$ cat config.mk
export PLATFORM = sky130hd
export DESIGN_NAME = irq_rst_unit
export DESIGN_NICKNAME = d
export VERILOG_FILES = /design/src/rtl/irq_rst_pkg.sv /design/src/rtl/irq_edge_cap.sv /design/src/rtl/irq_status_reg.sv /design/src/rtl/irq_rst_seq.sv /design/src/rtl/irq_rst_unit.sv
export SDC_FILE = /design/constraint.sdc
export NUM_CORES = 1
export LEC_CHECK = 0
export ABC_AREA = 1
export BUFFER_PORTS_ARGS = -buffer_cell sky130_fd_sc_hd__buf_2
export CORE_UTILIZATION = 40
export DETAILED_ROUTE_END_ITERATION = 16
export PLACE_DENSITY = 0.74
export SYNTH_ARGS = -nofsm -noshare
export SYNTH_HDL_FRONTEND = slang
export SYNTH_HIERARCHICAL = 1
export SYNTH_SLANG_ARGS = --single-unit
$ cat constraint.sdc
create_clock -name clk -period 0.8 [get_ports clk]
set_input_delay 0.08 -clock clk [delete_from_list [all_inputs] [get_ports clk]]
set_output_delay 0.08 -clock clk [all_outputs]
set_load 0.01 [all_outputs]
$ cat src/rtl/irq_rst_pkg.sv
package irq_rst_pkg;

    // Register offsets decoded by software; kept at fixed positions.
    localparam logic [7:0] OFS_MASTER = 8'h1C;
    localparam logic [7:0] OFS_PEND   = 8'h20;
    localparam logic [7:0] OFS_MASK   = 8'h28;
    localparam logic [7:0] OFS_RESTART = 8'h40;

    typedef enum logic {
        SEQ_IDLE = 1'b0,
        SEQ_FIRE = 1'b1
    } seq_state_e;

endpackage

$ cat src/rtl/irq_edge_cap.sv
module irq_edge_cap #(
    parameter int NUM_SRC = 6
) (
    input  logic               clk,
    input  logic               rst_n,
    input  logic [NUM_SRC-1:0] evt_i,
    output logic [NUM_SRC-1:0] rise_o
);

    genvar g;
    generate
        for (g = 0; g < NUM_SRC; g++) begin : g_src
            logic evt_d;

            always_ff @(posedge clk or negedge rst_n) begin
                if (!rst_n) begin
                    evt_d <= 1'b0;
                end else begin
                    evt_d <= evt_i[g];
                end
            end

            assign rise_o[g] = evt_i[g] & ~evt_d;
        end
    endgenerate

endmodule

$ cat src/rtl/irq_status_reg.sv
module irq_status_reg #(
    parameter int NUM_SRC = 6
) (
    input  logic               clk,
    input  logic               rst_n,
    input  logic [NUM_SRC-1:0] rise_i,
    input  logic [NUM_SRC-1:0] clr_i,
    input  logic               wipe_i,
    input  logic               mask_we_i,
    input  logic [NUM_SRC-1:0] mask_wdata_i,
    input  logic               master_we_i,
    input  logic               master_wdata_i,
    output logic [NUM_SRC-1:0] pend_o,
    output logic [NUM_SRC-1:0] mask_o,
    output logic               master_o
);

    always_ff @(posedge clk or negedge rst_n) begin
        if (!rst_n) begin
            pend_o   <= '0;
            mask_o   <= '0;
            master_o <= 1'b0;
        end else if (wipe_i) begin
            pend_o   <= '0;
            mask_o   <= '0;
            master_o <= 1'b0;
        end else begin
            // an arriving rise outranks a clear of the same bit
            pend_o <= (pend_o & ~clr_i) | rise_i;
            if (mask_we_i) begin
                mask_o <= mask_wdata_i;
            end
            if (master_we_i) begin
                master_o <= master_wdata_i;
            end
        end
    end

endmodule

$ cat src/rtl/irq_rst_seq.sv
module irq_rst_seq
    import irq_rst_pkg::*;
(
    input  logic clk,
    input  logic rst_n,
    input  logic fire_i,
    output logic core_rst_o
);

    seq_state_e state_q;
    seq_state_e state_d;

    always_comb begin
        state_d = state_q;
        unique case (state_q)
            SEQ_IDLE: if (fire_i) state_d = SEQ_FIRE;
            SEQ_FIRE: state_d = fire_i ? SEQ_FIRE : SEQ_IDLE;
            default:  state_d = SEQ_IDLE;
        endcase
    end

    always_ff @(posedge clk or negedge rst_n) begin
        if (!rst_n) begin
            state_q <= SEQ_IDLE;
        end else begin
            state_q <= state_d;
        end
    end

    always_comb begin
        unique case (state_q)
            SEQ_FIRE: core_rst_o = 1'b1;
            default:  core_rst_o = 1'b0;
        endcase
    end

endmodule

$ cat src/rtl/irq_rst_unit.sv
module irq_rst_unit
    import irq_rst_pkg::*;
#(
    parameter int                NUM_SRC = 6,
    parameter int                ADDR_W  = 8,
    parameter int                DATA_W  = 32,
    parameter logic [DATA_W-1:0] RST_KEY = 'h0A
) (
    input  logic               clk,
    input  logic               rst_n,
    input  logic               bus_we,
    input  logic [ADDR_W-1:0]  bus_addr,
    input  logic [DATA_W-1:0]  bus_wdata,
    output logic [DATA_W-1:0]  bus_rdata,
    input  logic [NUM_SRC-1:0] evt_i,
    output logic               irq_o,
    output logic               core_rst_o
);

    localparam int TOP_BIT = DATA_W - 1;

    logic [NUM_SRC-1:0] rise_w;
    logic [NUM_SRC-1:0] clr_w;
    logic [NUM_SRC-1:0] status_w;
    logic [NUM_SRC-1:0] enable_w;
    logic               gie_w;
    logic               wr_master;
    logic               wr_pend;
    logic               wr_mask;
    logic               key_hit;

    always_comb begin
        wr_master = bus_we && (bus_addr == ADDR_W'(OFS_MASTER));
        wr_pend   = bus_we && (bus_addr == ADDR_W'(OFS_PEND));
        wr_mask   = bus_we && (bus_addr == ADDR_W'(OFS_MASK));
        key_hit   = bus_we && (bus_addr == ADDR_W'(OFS_RESTART))
                    && (bus_wdata == RST_KEY);
        clr_w     = wr_pend ? bus_wdata[NUM_SRC-1:0] : '0;
    end

    irq_edge_cap #(.NUM_SRC(NUM_SRC)) u_edge (
        .clk    (clk),
        .rst_n  (rst_n),
        .evt_i  (evt_i),
        .rise_o (rise_w)
    );

    irq_status_reg #(.NUM_SRC(NUM_SRC)) u_regs (
        .clk            (clk),
        .rst_n          (rst_n),
        .rise_i         (rise_w),
        .clr_i          (clr_w),
        .wipe_i         (key_hit),
        .mask_we_i      (wr_mask),
        .mask_wdata_i   (bus_wdata[NUM_SRC-1:0]),
        .master_we_i    (wr_master),
        .master_wdata_i (bus_wdata[TOP_BIT]),
        .pend_o         (status_w),
        .mask_o         (enable_w),
        .master_o       (gie_w)
    );

    irq_rst_seq u_seq (
        .clk        (clk),
        .rst_n      (rst_n),
        .fire_i     (key_hit),
        .core_rst_o (core_rst_o)
    );

    always_comb begin
        bus_rdata = '0;
        case (bus_addr)
            ADDR_W'(OFS_MASTER): bus_rdata[TOP_BIT] = gie_w;
            ADDR_W'(OFS_PEND):   bus_rdata[NUM_SRC-1:0] = status_w;
            ADDR_W'(OFS_MASK):   bus_rdata[NUM_SRC-1:0] = enable_w;
            default:             bus_rdata = '0;
        endcase
    end

    assign irq_o = gie_w & (|(status_w & enable_w));

endmodule

==> reports/qor.yml <==
run_status:
  status: "complete, but fails checks"
  violations: "setup timing"
sta:
  max_freq_ghz: 0.761
  finalHoldViolCount: 0
  setup_viol: 20
  fin_ws_ps: -514
  finalMaxSlewViolations: 0
  fin_skew_ps: 2.47
  period_minus_slack_ps: 1310
  rsz0062_at_grt: "yes"
  fin_crit_sh: 1.64
synthesis:
  synth-seq-cells: 20
  ys_seq_area_frac: 0.345
  syn_area_um2: 1450
  synth_area_leaders: "dfrtp_1 35%, buf_4 13%, nand2_1 13%"
  synth_edf_count: 0
  synthCells: 213
  avgSynthCellArea_um2: 6.81
  synthFlopType: "dfrtp_1"
  synth_commonest_cells: "50 x nand2_1, 47 x inv_1, 31 x nor2_1, 25 x buf_4, 20 x dfrtp_1"
  yosysTopAreaCellShare: 0.345
  async_reset_ff_frac: 1.00
  yosys_warnings: 6
  yosys.area.top_type: "dfrtp_1"
  ys_types: 19
  synth_most_common_cell: "nand2_1"
global_routing:
  grt_pass1_vias: 1510
  antenna_found_initial: 0
  gr-usage-all-layers: 0.204
  overflow: 0
  grt_first_pass_wirelength_um: 6350
  grt_max_degree: 21
worst_hold_path:
  worstHoldPathType: "in2reg"
pwr:
  netSwitchingFraction: 0.256
  powerDensity_nw_per_um2: 1040
  peakVddDrop_v: 0.000945
  seqPwrFrac: 0.425
  intPower_mw: 1.86
  pwr-share-clk: 0.332
  p_sw_uw: 639
  p_total_mw: 2.50
  p_leak_nw: 1.29
  comb_power_share: 0.243
die:
  die-area_um2: 3870
  rows: 21
  fp.coreArea_um2: 3420
  dieWidth_um: 62.2
  start_util: 0.425
  die_h_um: 62.2
  io_pins: 83
setup_path:
  endpoint_kind: "primary output"
  cp_max_fo: 2
  crit_path_start_kind: "flop"
  crit_family: "flip-flops"
  cpMaxStageDelayCell: "dfrtp_1"
  crit_type: "reg2out"
  path_buf_inv: 1
  cpMostUsedCell: "nand2_1"
  path_cells: "nand2_1, nand2_1, nor2_1, a31oi_1, buf_2"
  cp_data_required_time_ps: 720
  crit_path_max_incr_delay_ps: 420
  cp.arrival_ps: 1230
cts:
  clkSinkCount: 20
  cts_root_buf: "clkbuf_4"
  clk_path_buf_depth: 2
  cts_buffers: 3
  cts_tree: "done"
  clock_latency_ps: 300
  clk_pin_slew_worst_paths_ps: 110
  htreeDepth: 1
detailed_routing:
  avgViaCountPerCell: 4.19
  route.antenna.remaining_nets: 0
  drc: 0
  vias: 1529
  dr.pass1.iters: 4
  wl_per_cell_um: 10.6
  totalWireLength_um: 3850
  drtIter0Drc: 48
finish:
  fin_nets: 369
  fillers: 261
  syn2layout_area_growth_pct: 65.3
  post-route-util: 0.702
  multi_input_area_um2: 808
  seqCellArea_um2: 500
  antenna_cells: 0
  drive_above_1_share: 0.511
placed_design:
  place_congestion: 0.890
  io_buffers: 57
  dp_hpwl_um: 2620
job:
  drv_cap: 0
[power groups by stage]
stage | logic (mW) | clock network (mW) | registers [mW]
floorplan | 0.277 | 0 | 1.08
detailed placement | 0.459 | 0 | 1.08
global route | 0.668 | 0.895 | 1.07
global placement | 0.451 | 0 | 1.08
CTS | 0.559 | 0.839 | 1.06
finish | 0.608 | 0.832 | 1.06
[layout by cell type, fill, tap and decap left out, types with 6 or more instances in the layout]
cell type and count:
o21ai_2 6, inv_2 13, inv_1 32, conb_1 25, nand2_1 42, nor2_1 19, buf_6 13, nor2_2 13
buf_2 45, nand3_2 6, dlygate4sd3_1 8, dfrtp_1 20, buf_4 32, nand2_2 8, nor2_4 8
[layout make-up]
class | instances | area share
multi-input combinational | 144 | 0.337
clock inverter | 1 | 0.0125
tap | 46 | 0.0240
clock buffer | 3 | 0.00939
timing repair buffer | 104 | 0.332
sequential | 20 | 0.209
inverter | 47 | 0.0757
[final timing paths]
path                                             from          endpoint  slack (ps)  cells past startpoint
worst max-delay path                 u_regs/pend_o[2]             irq_o        -510                      5
worst min-delay path                     bus_wdata[0]  u_regs/mask_o[0]          70                      4
worst max register to register       u_regs/mask_o[4]  u_regs/mask_o[4]         -80                      4
worst min register to register  u_edge/g_src[0].evt_d  u_regs/pend_o[0]         510                      3
max in group asynchronous                       rst_n  u_regs/pend_o[2]         210                      2
min in group asynchronous                       rst_n   u_regs/master_o         290                      2
[flip-flops by register name, indices dropped and copies added (netlist names)]
signal              cells
u_seq/state_q           1
u_regs/master_o         1
u_edge/g_src.evt_d      6
u_regs/mask_o           6
u_regs/pend_o           6
[metal layers]
layer	routed length, um	up-vias	global-route usage
met3	182	10	0.0313
met5	0	-	0
li1	-	784	-
met2	2030	58	0.383
met4	78	0	0.0640
met1	1560	677	0.233
[tightest hold or removal path, cell delays in order]
cell	delay [ps]
buf_6	70
buf_4	90
nand2_1	40
nand2_1	50
[cells by family after synthesis]
| kind of cell | synth area share |
|---|---|
| AND/OR/NAND/NOR | 0.332 |
| other | 0.00259 |
| buffers and inverters | 0.259 |
| AO/OA/AOI/OAI | 0.0613 |
| flip-flops | 0.345 |
[what timing repair did]
item	CTS	global route
setup buffers	6	3
hold buffers	8	0
resized for setup	36	31
hold endpoints to repair	27	0
pin swaps	25	16
gates cloned	0	0
setup endpoints to repair	22	23
[metrics by stage]
step,setup slack [ps],instance area (um^2),cells,TNS (ps),hold WS [ps]
6_report,-514,2400,365,-3340,67.2
3_5_place_dp,-388,1980,345,-7190,43.7
5_1_grt,-549,2400,365,-4550,62.9
4_1_cts,-474,2280,362,-3020,43.4
3_3_place_gp,-358,1980,345,-6670,41.4
2_1_floorplan,-188,1570,237,-1600,-216
No activity file was read; power rests on OpenSTA's default activity.
